--- config.mk ---
export PLATFORM = sky130hd
export DESIGN_NAME = hyst_level_det
export DESIGN_NICKNAME = d
export VERILOG_FILES = /design/src/rtl/hyst_level_det.sv
export SDC_FILE = /design/constraint.sdc
export NUM_CORES = 1
export LEC_CHECK = 0
export BUFFER_PORTS_ARGS = -buffer_cell sky130_fd_sc_hd__clkbuf_2
export CAP_MARGIN = 20
export CELL_PAD_IN_SITES_DETAIL_PLACEMENT = 0
export CELL_PAD_IN_SITES_GLOBAL_PLACEMENT = 1
export CORE_MARGIN = 5
export CORE_UTILIZATION = 40
export CTS_CLUSTER_DIAMETER = 150
export DETAILED_ROUTE_END_ITERATION = 10
export GPL_TIMING_DRIVEN = 0
export PLACE_DENSITY_LB_ADDON = 0.1
export SLEW_MARGIN = 20
export SYNTH_ARGS = -nofsm -noshare
export SYNTH_HDL_FRONTEND = slang
export SYNTH_SLANG_ARGS = --single-unit
--- constraint.sdc ---
create_clock -name clk -period 11.5 [get_ports clk]
set_input_delay 2.3 -clock clk [delete_from_list [all_inputs] [get_ports clk]]
set_output_delay 2.3 -clock clk [all_outputs]
set_load 0.05 [all_outputs]
--- src/rtl/hyst_level_det.sv ---
module hyst_level_det #(
  parameter int SW = 14,
  parameter int CW = 16
) (
  input  logic          clk,
  input  logic          rst,
  input  logic [SW-1:0] smp_i,
  input  logic          en_i,
  input  logic          ilv_i,
  input  logic [SW-1:0] thr_hi_i,
  input  logic [SW-1:0] thr_lo_i,
  input  logic [CW-1:0] dwell_i,
  output logic          flag_a_o,
  output logic          flag_b_o
);

  localparam logic [SW-1:0] MOST_NEG = {1'b1, {(SW-1){1'b0}}};
  localparam logic [SW-1:0] MAX_MAG  = {1'b0, {(SW-1){1'b1}}};

  logic [SW-1:0] mag;
  logic          loud, audible;
  logic [1:0]    sel, act;

  assign mag     = !smp_i[SW-1] ? smp_i : (smp_i == MOST_NEG) ? MAX_MAG : (~smp_i + 1'b1);
  assign loud    = mag >= thr_hi_i;
  assign audible = mag >= thr_lo_i;
  assign sel[0]  = !ilv_i || !en_i;
  assign sel[1]  = ilv_i && en_i;

  for (genvar g = 0; g < 2; g++) begin : g_det
    logic          act_q, run_q;
    logic [CW-1:0] cnt_q, rem;
    logic          clr;

    assign rem    = run_q ? cnt_q : dwell_i;
    assign clr    = rst || (g == 1 && !ilv_i);
    assign act[g] = act_q;

    always_ff @(posedge clk) begin
      if (clr) begin
        act_q <= 1'b0;
        run_q <= 1'b0;
        cnt_q <= '0;
      end else if (sel[g]) begin
        if (!act_q) begin
          if (loud) act_q <= 1'b1;
        end else if (audible) begin
          run_q <= 1'b0;
        end else if (rem == '0) begin
          act_q <= 1'b0;
          run_q <= 1'b0;
        end else begin
          run_q <= 1'b1;
          cnt_q <= rem - 1'b1;
        end
      end
    end
  end

  assign flag_a_o = act[0];
  assign flag_b_o = ilv_i ? act[1] : !act[0];

endmodule


==> reports/metrics.yaml, run 1 <==
ir_drop_mv: 0.0476
synth_fp_nets: 626
cp_data_required_time_ps: 11740
p_leak_nw: 1.77
portBuffers: 59
p_sw_frac: 0.360
fin_crit_sh: 0.558
hold_viol: 0
synth_top_cell_by_area: "dfxtp_1"
grt_remaining_overflow: 0
clockBufferDepth: 2
ys.flop_type: "dfxtp_1"
drv_cap: 0
clkPwrFrac: 0.292
worstMarginPinSlew_ps: 820
hp-class: "reg -> reg"
synth_top_area_share: 0.183
antenna_found_initial: 0
tritoncts: "done"
synthArstFlopShare: 0
cp-end-kind: "flip-flop"
area_delta_synth_final_pct: 14.0
cts-buffers-inserted: 5
critPathLaunchType: "input pin"
netlist_instances: 533
fin_tns_setup_ps: 0
ys_top_cells_by_area: "dfxtp_1, ha_1, a21oi_1"
path_cells: "clkbuf_2, or4_1, nor4_1, nand2_1, nand2_1, ha_1, nand4_1, o21bai_1, a31o_2, a311oi_2, clkbuf_1, nor2_1, a41o_1, nor2_1"
switchingPower_w: 0.000126
die_area_mm2: 0.0119
final_core_util: 0.464
clock_skew_ps: 4.60
post_cts_resized: 0
numClockSinks: 36
power_density_mw_per_mm2: 77.7
grt_pass1_wl_mm: 20.6
hold_buffers: 0
comb_power_share: 0.326
slew_violations: 0
clkTransAtPathRegs_ps: 80
coreArea_mm2: 0.00968
post-dp-hpwl_mm: 9.85
vias: 4270
grt_usage: 0.218
rsz0062_at_grt: "no"
synth_seq_area_share: 0.183
synth-edff-count: 0
wl_per_cell_um: 17.3
root_buffer: "clkbuf_8"
worstSetupPathType: "in -> reg"
synth_area_per_cell_um2: 7.40
die_h_um: 109
p_total_w: 0.000349
min_period_ps: 6410
fmax_ghz: 0.156
holdWs_ps: 485
die_w_um: 109
ys_ff_latch: 36
grt_max_degree: 11
drtIter0Drc: 269
relSlewSlack: 0.448
rrSetupSlack_ps: 7140
nets: 692
crit_arrival_ps: 6650
intPower_w: 0.000224
final_layout_size_suffix_gt1_frac: 0.178
clk_latency_ps: 300
postCtsSetupBuffers: 0
ctsHtreeMaxLevel: 2
syn_area_mm2: 0.00394
setup-violations-final: 0
crit_slowest_cell: "nor4_1"
drt_wl_total_mm: 12.7
drt_first_pass_iters: 5
gp_congestion: 0.911
ys.warnings.count: 0
antenna_left: 0
drc: 0
synth_cell_types: 77
cpPeakStageDelay_ps: 710
status: "finished, final reports clean"
antenna_cells: 0
initial_core_util: 0.407
num_rows: 36
viasPerCell: 5.83
seq_power_share: 0.382
crit_fanout: 10
grt_pass1_vias: 4181
io_pins: 64
## critical path, delay by kind of cell
| family | cells | cell delay, ps |
|---|---|---|
| simple gates | 7 | 2250 |
| compound gates | 4 | 1310 |
| buf+inv | 2 | 620 |
| fa+ha+maj | 1 | 160 |
## cell type report
class | count | area (um^2)
fillers | 1023 | 5190
multi-input cells | 431 | 2940
flip-flops and latches | 36 | 721
repair buffers | 59 | 295
well taps | 133 | 166
plain buffers | 32 | 150
inverters | 34 | 128
clock buffers | 8 | 90.1
## cells by family (layout without fill, tap and decap cells)
kind of cell             Yosys count  count (layout)  synth area share
flip-flops                        36              36             0.183
AO/OA/AOI/OAI                    150             150             0.258
adder cells (fa/ha/maj)           31              31            0.0984
XOR/XNOR                          22              22            0.0489
AND/OR/NAND/NOR                  217             217             0.313
multiplexers                      11              11            0.0289
buffers and inverters             66             133            0.0705
## synthesized netlist by cell type, drive strengths merged, types with 8 or more instances
library cell / count
nand2: 46
a211oi: 8
clkbuf: 18
dfxtp: 36
nor2: 38
ha: 31
a21o: 9
o21ai: 24
inv: 34
buf: 14
nor4: 15
or3: 12
a31oi: 16
mux2i: 8
o31ai: 8
xor2: 17
nor3: 21
a21oi: 42
nor2b: 9
or4: 9
nand3: 13
## cells in the final DEF (no fill, tap or decap), types with 4 or more instances in the layout
master,synthesis,routed
a211oi_1,8,8
a21o_1,9,9
a21oi_1,41,41
a31oi_1,16,16
and2_1,6,6
and3_1,4,4
buf_2,8,8
clkbuf_1,17,19
clkbuf_2,1,60
clkbuf_8,0,6
dfxtp_1,36,36
ha_1,31,31
inv_1,33,33
mux2i_1,8,8
nand2_1,46,46
nand2b_1,4,4
nand3_1,13,13
nand4_1,5,5
nand4b_1,4,4
nor2_1,37,37
nor2b_1,9,9
nor3_1,20,20
nor3b_1,7,7
nor4_1,12,12
nor4b_1,6,6
o21a_1,4,4
o21ai_0,21,21
o21bai_1,4,4
o22ai_1,4,4
o31ai_1,8,8
or2_2,4,4
or3_1,11,11
or4_1,9,9
or4b_2,4,4
xnor2_1,5,5
xor2_1,17,17
## power groups by stage
stage | combinational, W | sequential (W) | clock [W]
6_report | 0.000114 | 0.000133 | 0.000102
5_1_grt | 0.000128 | 0.000134 | 0.000107
4_1_cts | 0.000114 | 0.000133 | 0.000103
3_5_place_dp | 0.000113 | 0.000136 | 0
3_3_place_gp | 0.000111 | 0.000136 | 0
2_1_floorplan | 0.0000755 | 0.000136 | 0
## routing by layer
| metal | share of wire | track usage | vias up | wire length, um |
|---|---|---|---|---|
| met1 | 0.48 | 0.298 | 2029 | 6020 |
| met4 | 0.011 | 0.0490 | 0 | 136 |
| met5 | 0 | 0 | - | 0 |
| met2 | 0.47 | 0.363 | 105 | 5910 |
| li1 | - | - | 2121 | - |
| met3 | 0.048 | 0.0302 | 15 | 607 |
## metrics by stage
step	std cells	cell area (um^2)	setup WS (ps)
6_report	733	4490	5090
5_1_grt	733	4490	4600
4_1_cts	733	4490	5100
3_5_place_dp	725	4400	4820
3_3_place_gp	725	4400	4770
2_1_floorplan	533	3940	5630
## flip-flops by register name, indices dropped and copies added (netlist names)
register,flops
g_det.act_q,1
g_det.cnt_q,32
g_det.run_q,2
flag_a_o,1
## worst paths after layout
check / from / to / depth (start not counted)
worst max register to register: g_det[1].run_q / g_det[1].cnt_q[5] / 15
worst max-delay path: smp_i[3] / flag_a_o / 14
worst min register to register: g_det[1].cnt_q[0] / g_det[1].cnt_q[0] / 2
worst min-delay path: g_det[1].cnt_q[0] / g_det[1].cnt_q[0] / 2
(Power assumes the default switching activity.)
==> run 2: changes to the inputs <==
--- a/config.mk
+++ b/config.mk
@@ -10,7 +10,7 @@
 export CELL_PAD_IN_SITES_DETAIL_PLACEMENT = 0
 export CELL_PAD_IN_SITES_GLOBAL_PLACEMENT = 1
 export CORE_MARGIN = 5
-export CORE_UTILIZATION = 40
+export CORE_UTILIZATION = 38
 export CTS_CLUSTER_DIAMETER = 150
 export DETAILED_ROUTE_END_ITERATION = 10
 export GPL_TIMING_DRIVEN = 0
==> constraint.sdc (replaced) <==
create_clock -name clk -period 5.4 [get_ports clk]
set_input_delay 1.08 -clock clk [delete_from_list [all_inputs] [get_ports clk]]
set_output_delay 1.08 -clock clk [all_outputs]
set_load 0.05 [all_outputs]
==> run 2 against run 1 <==
Effect of this change:
- clock-buffer cell count shrank 2
- die area grew 4.8%
- combinational power grew 110%
- final cell count grew 0.41%
- sequential power grew 110%
==> reports/metrics.yaml, run 2 (synthesis gave the netlist of run 1 again) <==
r2r_cells: 15  # unchanged
dp_slack_ps: -332  # -5150 ps
fin_crit_sh: 0.911
antenna_left: 0  # unchanged
antenna_cells: 0  # unchanged
viasPerCell: 5.71  # -1.9%
grt_pass1_wl_mm: 21.1  # +2.4%
ir_drop_mv: 0.0829  # +74%
crit_start: "smp_i[3]"
status: "finished, final reports clean"
drtIter0Drc: 212  # -21%
crit_fanout: 10  # unchanged
setup_slack_ps: 480  # -4610 ps
layout_commonest_cell: "clkbuf_2"
crit_arrival_ps: 5170  # -1480 ps
worstSetupPathType: "in -> reg"
dpl.cell_count: 728  # +0.41%
clkTransAtPathRegs_ps: 90  # about the same
io_pins: 64  # unchanged
vias: 4205  # -1.5%
grt_pass1_vias: 4290  # +2.6%
post-dp-hpwl_mm: 9.75  # -1.0%
cts-buffers-inserted: 5  # unchanged
hold_depth: 2  # unchanged
critPathLaunchType: "input pin"
largest_reg_flops: 32  # unchanged
area_delta_synth_final_pct: 14.9
drv_cap: 0  # unchanged
drt_first_pass_iters: 6  # +1
use_met1: 0.256  # -0.0413
p_leak_nw: 1.78  # +0.76%
setup-violations-final: 0  # unchanged
min_period_ps: 4920
hold_viol: 0  # unchanged
die_h_um: 112  # +2.4%
drc: 0  # unchanged
antenna_found_initial: 0  # unchanged
final_layout_size_suffix_gt1_frac: 0.182  # +0.00333
ctsHtreeMaxLevel: 2  # unchanged
wl_per_cell_um: 17.2  # -0.74%
root_buffer: "clkbuf_8"
reg_top3: "g_det.cnt_q: 32 flops, g_det.run_q: 2 flops"
final_core_util: 0.443  # -0.0213
busiest_layer: "met2"
cp-end-kind: "flip-flop"
fin_cells: 736  # +0.41%
met2_usage: 0.346  # -0.0170
clk_latency_ps: 320  # +20 ps
cp_data_required_time_ps: 5650  # -6090 ps
regToRegEndpoint: "g_det[1].cnt_q[5]"
grt_use_met3: 0.0375  # +0.00730
grt_usage: 0.203  # -0.0146
initial_core_util: 0.385  # -0.0218
gp_congestion: 0.851  # -6.5%
relSlewSlack: 0.535  # +0.0869
num_rows: 37  # +2.8%
hp-class: "reg -> reg"
grt_max_degree: 12  # +1
numClockSinks: 36  # unchanged
regMostFlops: "g_det.cnt_q"
grt_remaining_overflow: 0  # unchanged
tritoncts: "done"
power_density_mw_per_mm2: 174  # +120%
layout_common_cells: "clkbuf_2, nand2_1, a21oi_1"
crit-reg2reg-launch: "g_det[1].run_q"
hold_buffers: 0  # unchanged
crit_end: "g_det[0].cnt_q[5]"
fmax_ghz: 0.203
die_area_mm2: 0.0125  # +4.8%
die_w_um: 112  # +2.4%
clock_skew_ps: 9.81  # +5.21 ps
rsz0062_at_grt: "no"
rrSetupSlack_ps: 1020  # -6120 ps
nets: 692  # unchanged
multi_input_area_mm2: 0.00296  # +0.51%
nFillCells: 1087  # +6.3%
drt_wl_total_mm: 12.6  # -0.33%
seqCellArea_um2: 721  # unchanged
portBuffers: 59  # unchanged
slew_violations: 0  # unchanged
postCtsSetupBuffers: 0  # unchanged
coreArea_mm2: 0.0102  # +5.6%
clockBufferDepth: 2  # unchanged
worstMarginPinSlew_ps: 697  # -123 ps
[run 2: cell types whose count changed in the layout (fill, tap and decap cells not counted), sizes merged]
cell    change
clkbuf      -2
bufinv      +1
clkinv      +1
[run 2: how the worst min path moves through the flow]
stage               slack (ps)                 to              start
detailed placement         460  g_det[1].cnt_q[0]  g_det[1].cnt_q[0]
floorplan                  440  g_det[1].cnt_q[0]  g_det[1].cnt_q[0]
global placement           460  g_det[1].cnt_q[0]  g_det[1].cnt_q[0]
finish                     480  g_det[1].cnt_q[0]  g_det[1].cnt_q[0]
global route               490  g_det[0].cnt_q[0]  g_det[0].cnt_q[0]
CTS                        480  g_det[1].cnt_q[0]  g_det[1].cnt_q[0]
[run 2: cell type report]
cell class | instances | area share
Buffer | 32 | 0.0331
Inverter | 34 | 0.0282
Tap cell | 136 | 0.0376
Timing Repair Buffer | 59 | 0.0652
Clock inverter | 2 | 0.00773
Sequential cell | 36 | 0.159
Clock buffer | 6 | 0.0160
Multi-Input combinational cell | 431 | 0.653
[run 2: report_power, final]
part           internal (W)  total, W  leakage [nW]  switching [W]
sequential         0.000274  0.000284         0.291     0.00000979
clock              0.000137  0.000259        0.0552       0.000122
combinational     0.0000976  0.000243          1.44       0.000145
[run 2: per-stage QoR]
| stage | hold slack [ps] | instance area, um^2 | total power [W] | TNS (ps) |
|---|---|---|---|---|
| after floorplan | 444 | 3940 | 0.000451 | 0 |
| after global placement | 456 | 4410 | 0.000527 | -7470 |
| after detailed placement | 464 | 4410 | 0.000531 | -8810 |
| after CTS | 479 | 4520 | 0.000790 | 0 |
| after global routing | 494 | 4530 | 0.000828 | 0 |
| final | 481 | 4530 | 0.000786 | 0 |
[run 2: metal layers]
metal	routed length, um	part of all wire	vias up
met1	5660	0.45	1938
met2	6040	0.48	121
li1	-	-	2130
met3	658	0.052	16
met4	278	0.022	0
met5	0	0	-
[run 2: timing repair]
action,in CTS,in global routing
resized for setup,1,1
setup endpoints to repair,5,10
cloned,0,0
pin swaps,0,0
[run 2: worst max-delay path, cell delays in order]
cell,delay [ps]
clkbuf_2,120
or4_1,620
or4_1,510
o31ai_1,280
xor2_1,170
nand2_1,100
ha_1,310
nand4_1,160
o221ai_1,250
or3_4,470
nor2_1,180
clkbuf_1,480
o2111ai_1,230
a31oi_1,200
==> run 3: changes to the inputs <==
--- a/config.mk
+++ b/config.mk
@@ -5,12 +5,13 @@
 export SDC_FILE = /design/constraint.sdc
 export NUM_CORES = 1
 export LEC_CHECK = 0
+export ABC_AREA = 1
 export BUFFER_PORTS_ARGS = -buffer_cell sky130_fd_sc_hd__clkbuf_2
 export CAP_MARGIN = 20
 export CELL_PAD_IN_SITES_DETAIL_PLACEMENT = 0
 export CELL_PAD_IN_SITES_GLOBAL_PLACEMENT = 1
 export CORE_MARGIN = 5
-export CORE_UTILIZATION = 38
+export CORE_UTILIZATION = 36
 export CTS_CLUSTER_DIAMETER = 150
 export DETAILED_ROUTE_END_ITERATION = 10
 export GPL_TIMING_DRIVEN = 0
==> run 3 against run 2 <==
Effect of this change:
- register-to-register slack better by 1900 ps
- clock-buffer cell count is 1 higher
- sequential power hardly changed
- area after synthesis is 7.8% higher
- die area is 13% higher
- global-route usage is 2.9 points lower
- critical path depth is 9 higher
- critical path type unchanged
- largest power group is now the clock network
==> reports/metrics.yaml, run 3 <==
p_sw_frac: 0.351  # -0.000989
ir_drop_mv: 0.0971  # +17%
cp_data_required_time_ps: 5570  # -80 ps
layout_commonest_cell: "nand2_1"
drc: 0  # unchanged
netlist_instances: 756  # +42%
ys.flop_type: "dfxtp_1"
antenna_left: 0  # unchanged
grt_max_degree: 11  # -1
timing.critical_path.mode_cell: "nor2_1"
viasPerCell: 4.67  # -18%
dpl.cell_count: 962  # +32%
clockBufferDepth: 2  # unchanged
die_area_mm2: 0.0141  # +13%
nFillCells: 1294  # +19%
switchingPower_w: 0.000312  # +13%
cts-buffers-inserted: 5  # unchanged
portBuffers: 63  # +6.8%
yosysMostFrequentCell: "nand2_1"
tritoncts: "done"
hold_buffers: 0  # unchanged
min_period_ps: 4560  # -363 ps
io_pins: 64  # unchanged
path_cells: "clkbuf_2, inv_1, ha_1, nand3_1, nor2_1, nand3_1, nor3_1, nand2_1, inv_1, a21oi_1, o21ai_0, ha_1, nand2_1, inv_1, nand2_1, nor2_1, nor2_1, nand2_1, nor2_1, nand3_1, buf_4, o21bai_1, nor2_1"
synth_top_area_share: 0.245  # +0.0618
clkTransAtPathRegs_ps: 60  # -30 ps
intPower_w: 0.000577  # +13%
rsz0062_at_grt: "no"
crit_arrival_ps: 4730  # -440 ps
fin_cells: 969  # +32%
synth-edff-count: 0  # unchanged
crit_slowest_cell: "nor2_1"
synth_commonest_cells: "nand2_1, inv_1, nor2_1"
hold_start: "g_det[1].act_q"
layout_common_cells: "nand2_1, inv_1, nor2_1"
grt_pass1_vias: 4208  # -1.9%
ys_top_cells_by_area: "nand2_1, dfxtp_1, inv_1"
wl_met1_mm: 6.04  # +6.7%
wl_per_cell_um: 12.6  # -26%
p_leak_nw: 2.76  # +55%
root_buffer: "clkbuf_16"
clk_latency_ps: 280  # -40 ps
crit_start: "smp_i[0]"
dp_slack_ps: 584  # +915 ps
drt_wl_total_mm: 12.3  # -3.1%
dr.max_layer_used: "met4"
synth_seq_area_share: 0.170  # -0.0132
drtIter0Drc: 238  # +12%
cpPeakStageDelay_ps: 370  # -250 ps
fmax_ghz: 0.219  # +8.0%
clkPwrFrac: 0.352  # +0.022
clock_skew_ps: 5.39  # -4.43 ps
post-dp-hpwl_mm: 10.1  # +4.0%
grt_remaining_overflow: 0  # unchanged
largest_reg_flops: 32  # unchanged
hp-class: "reg -> reg"
gp_congestion: 0.943  # +11%
regMostFlops: "g_det.cnt_q"
num_rows: 39  # +5.4%
seq_power_share: 0.317  # -0.044
antenna_found_initial: 0  # unchanged
setup_slack_ps: 842  # +363 ps
die_h_um: 119  # +6.1%
setup-violations-final: 0  # unchanged
final_area_mm2: 0.00490  # +8.1%
fin_crit_sh: 0.844  # -0.0672
crit_fanout: 10  # unchanged
antenna_cells: 0  # unchanged
drv_cap: 0  # unchanged
cp-end-kind: "flip-flop"
numClockSinks: 36  # unchanged
power_density_mw_per_mm2: 182  # +4.7%
placed_area_mm2: 0.00474  # +7.6%
synth_cell_types: 37  # -52%
syn_area_mm2: 0.00425  # +7.8%
nets: 919  # +33%
slew_violations: 0  # unchanged
synth_fp_nets: 849  # +36%
post_cts_resized: 0  # -1
area_delta_synth_final_pct: 15.2
hold_viol: 0  # unchanged
postCtsSetupBuffers: 0  # unchanged
grt_pass1_wl_mm: 20.1  # -4.7%
synthArstFlopShare: 0  # unchanged
ys_ff_latch: 36  # unchanged
vias: 4528  # +7.7%
ctsHtreeMaxLevel: 2  # unchanged
final_core_util: 0.425  # -0.0176
worstMarginPinSlew_ps: 560  # -137 ps
fin_tns_setup_ps: 0  # unchanged
ys.warnings.count: 0  # unchanged
synth_top_cell_by_area: "nand2_1"
final_layout_size_suffix_gt1_frac: 0.166  # -0.0158
relSlewSlack: 0.627  # +0.0916
coreArea_mm2: 0.0115  # +13%
critPathLaunchType: "input pin"
die_w_um: 119  # +6.1%
drt_first_pass_iters: 5  # -1
status: "finished, final reports clean"
wl_met2_mm: 5.63  # -6.9%
reg_top3: "g_det.cnt_q: 32 flops, g_det.run_q: 2 flops"
crit-reg2reg-launch: "g_det[0].run_q"
dr_wl_met3_um: 361  # -45%
worstSetupPathType: "in -> reg"
grt_usage: 0.174  # -0.0292
comb_power_share: 0.332  # +0.023
synth_area_per_cell_um2: 5.62  # -24%
initial_core_util: 0.369  # -0.0163
[run 3: power by group through the flow]
stage	clock network, W	registers [W]	logic [W]
2_1_floorplan	0	0.000289	0.000212
3_3_place_gp	0	0.000287	0.000291
3_5_place_dp	0	0.000287	0.000295
4_1_cts	0.000322	0.000282	0.000297
5_1_grt	0.000331	0.000283	0.000338
6_report	0.000313	0.000282	0.000295
[run 3: area by class of cell]
cell class              instances  area [um^2]  area share
clock buffers                   7          153      0.0312
multi-input cells             568         2880       0.587
repair buffers                 63          315      0.0644
well taps                     143          179      0.0365
plain buffers                  16          141      0.0289
flip-flops and latches         36          721       0.147
inverters                     136          513       0.105
[run 3: cells by family after synthesis]
logic type,Yosys count,synth area share
compound gates,52,0.0718
xor+xnor,13,0.0268
fa+ha+maj,31,0.0913
buf+inv,152,0.154
flops,36,0.170
simple gates,472,0.487
[run 3: path summary, 6_finish.rpt]
check | end | slack, ps | cells past startpoint
worst max register to register | g_det[0].cnt_q[2] | 2960 | 14
worst min-delay path | g_det[1].act_q | 490 | 2
worst min register to register | g_det[1].act_q | 490 | 2
worst max-delay path | g_det[1].cnt_q[4] | 840 | 23
[run 3: per-layer routing]
| metal | up-vias | track usage |
|---|---|---|
| met1 | 2007 | 0.232 |
| met4 | 0 | 0.0471 |
| met2 | 71 | 0.291 |
| li1 | 2433 | - |
| met3 | 17 | 0.0282 |
| met5 | - | 0 |
[run 3: critical path, delay by kind of cell]
kind | cells | cell delay (ps)
adders and majority gates | 2 | 470
buffers and inverters | 5 | 660
AOI/OAI and AO/OA | 3 | 330
and+or+nand+nor | 13 | 2200
[run 3: per-stage QoR]
step | hold slack (ps) | total power, W
2_1_floorplan | 459 | 0.000500
3_3_place_gp | 479 | 0.000578
3_5_place_dp | 484 | 0.000582
4_1_cts | 500 | 0.000900
5_1_grt | 527 | 0.000952
6_report | 495 | 0.000890
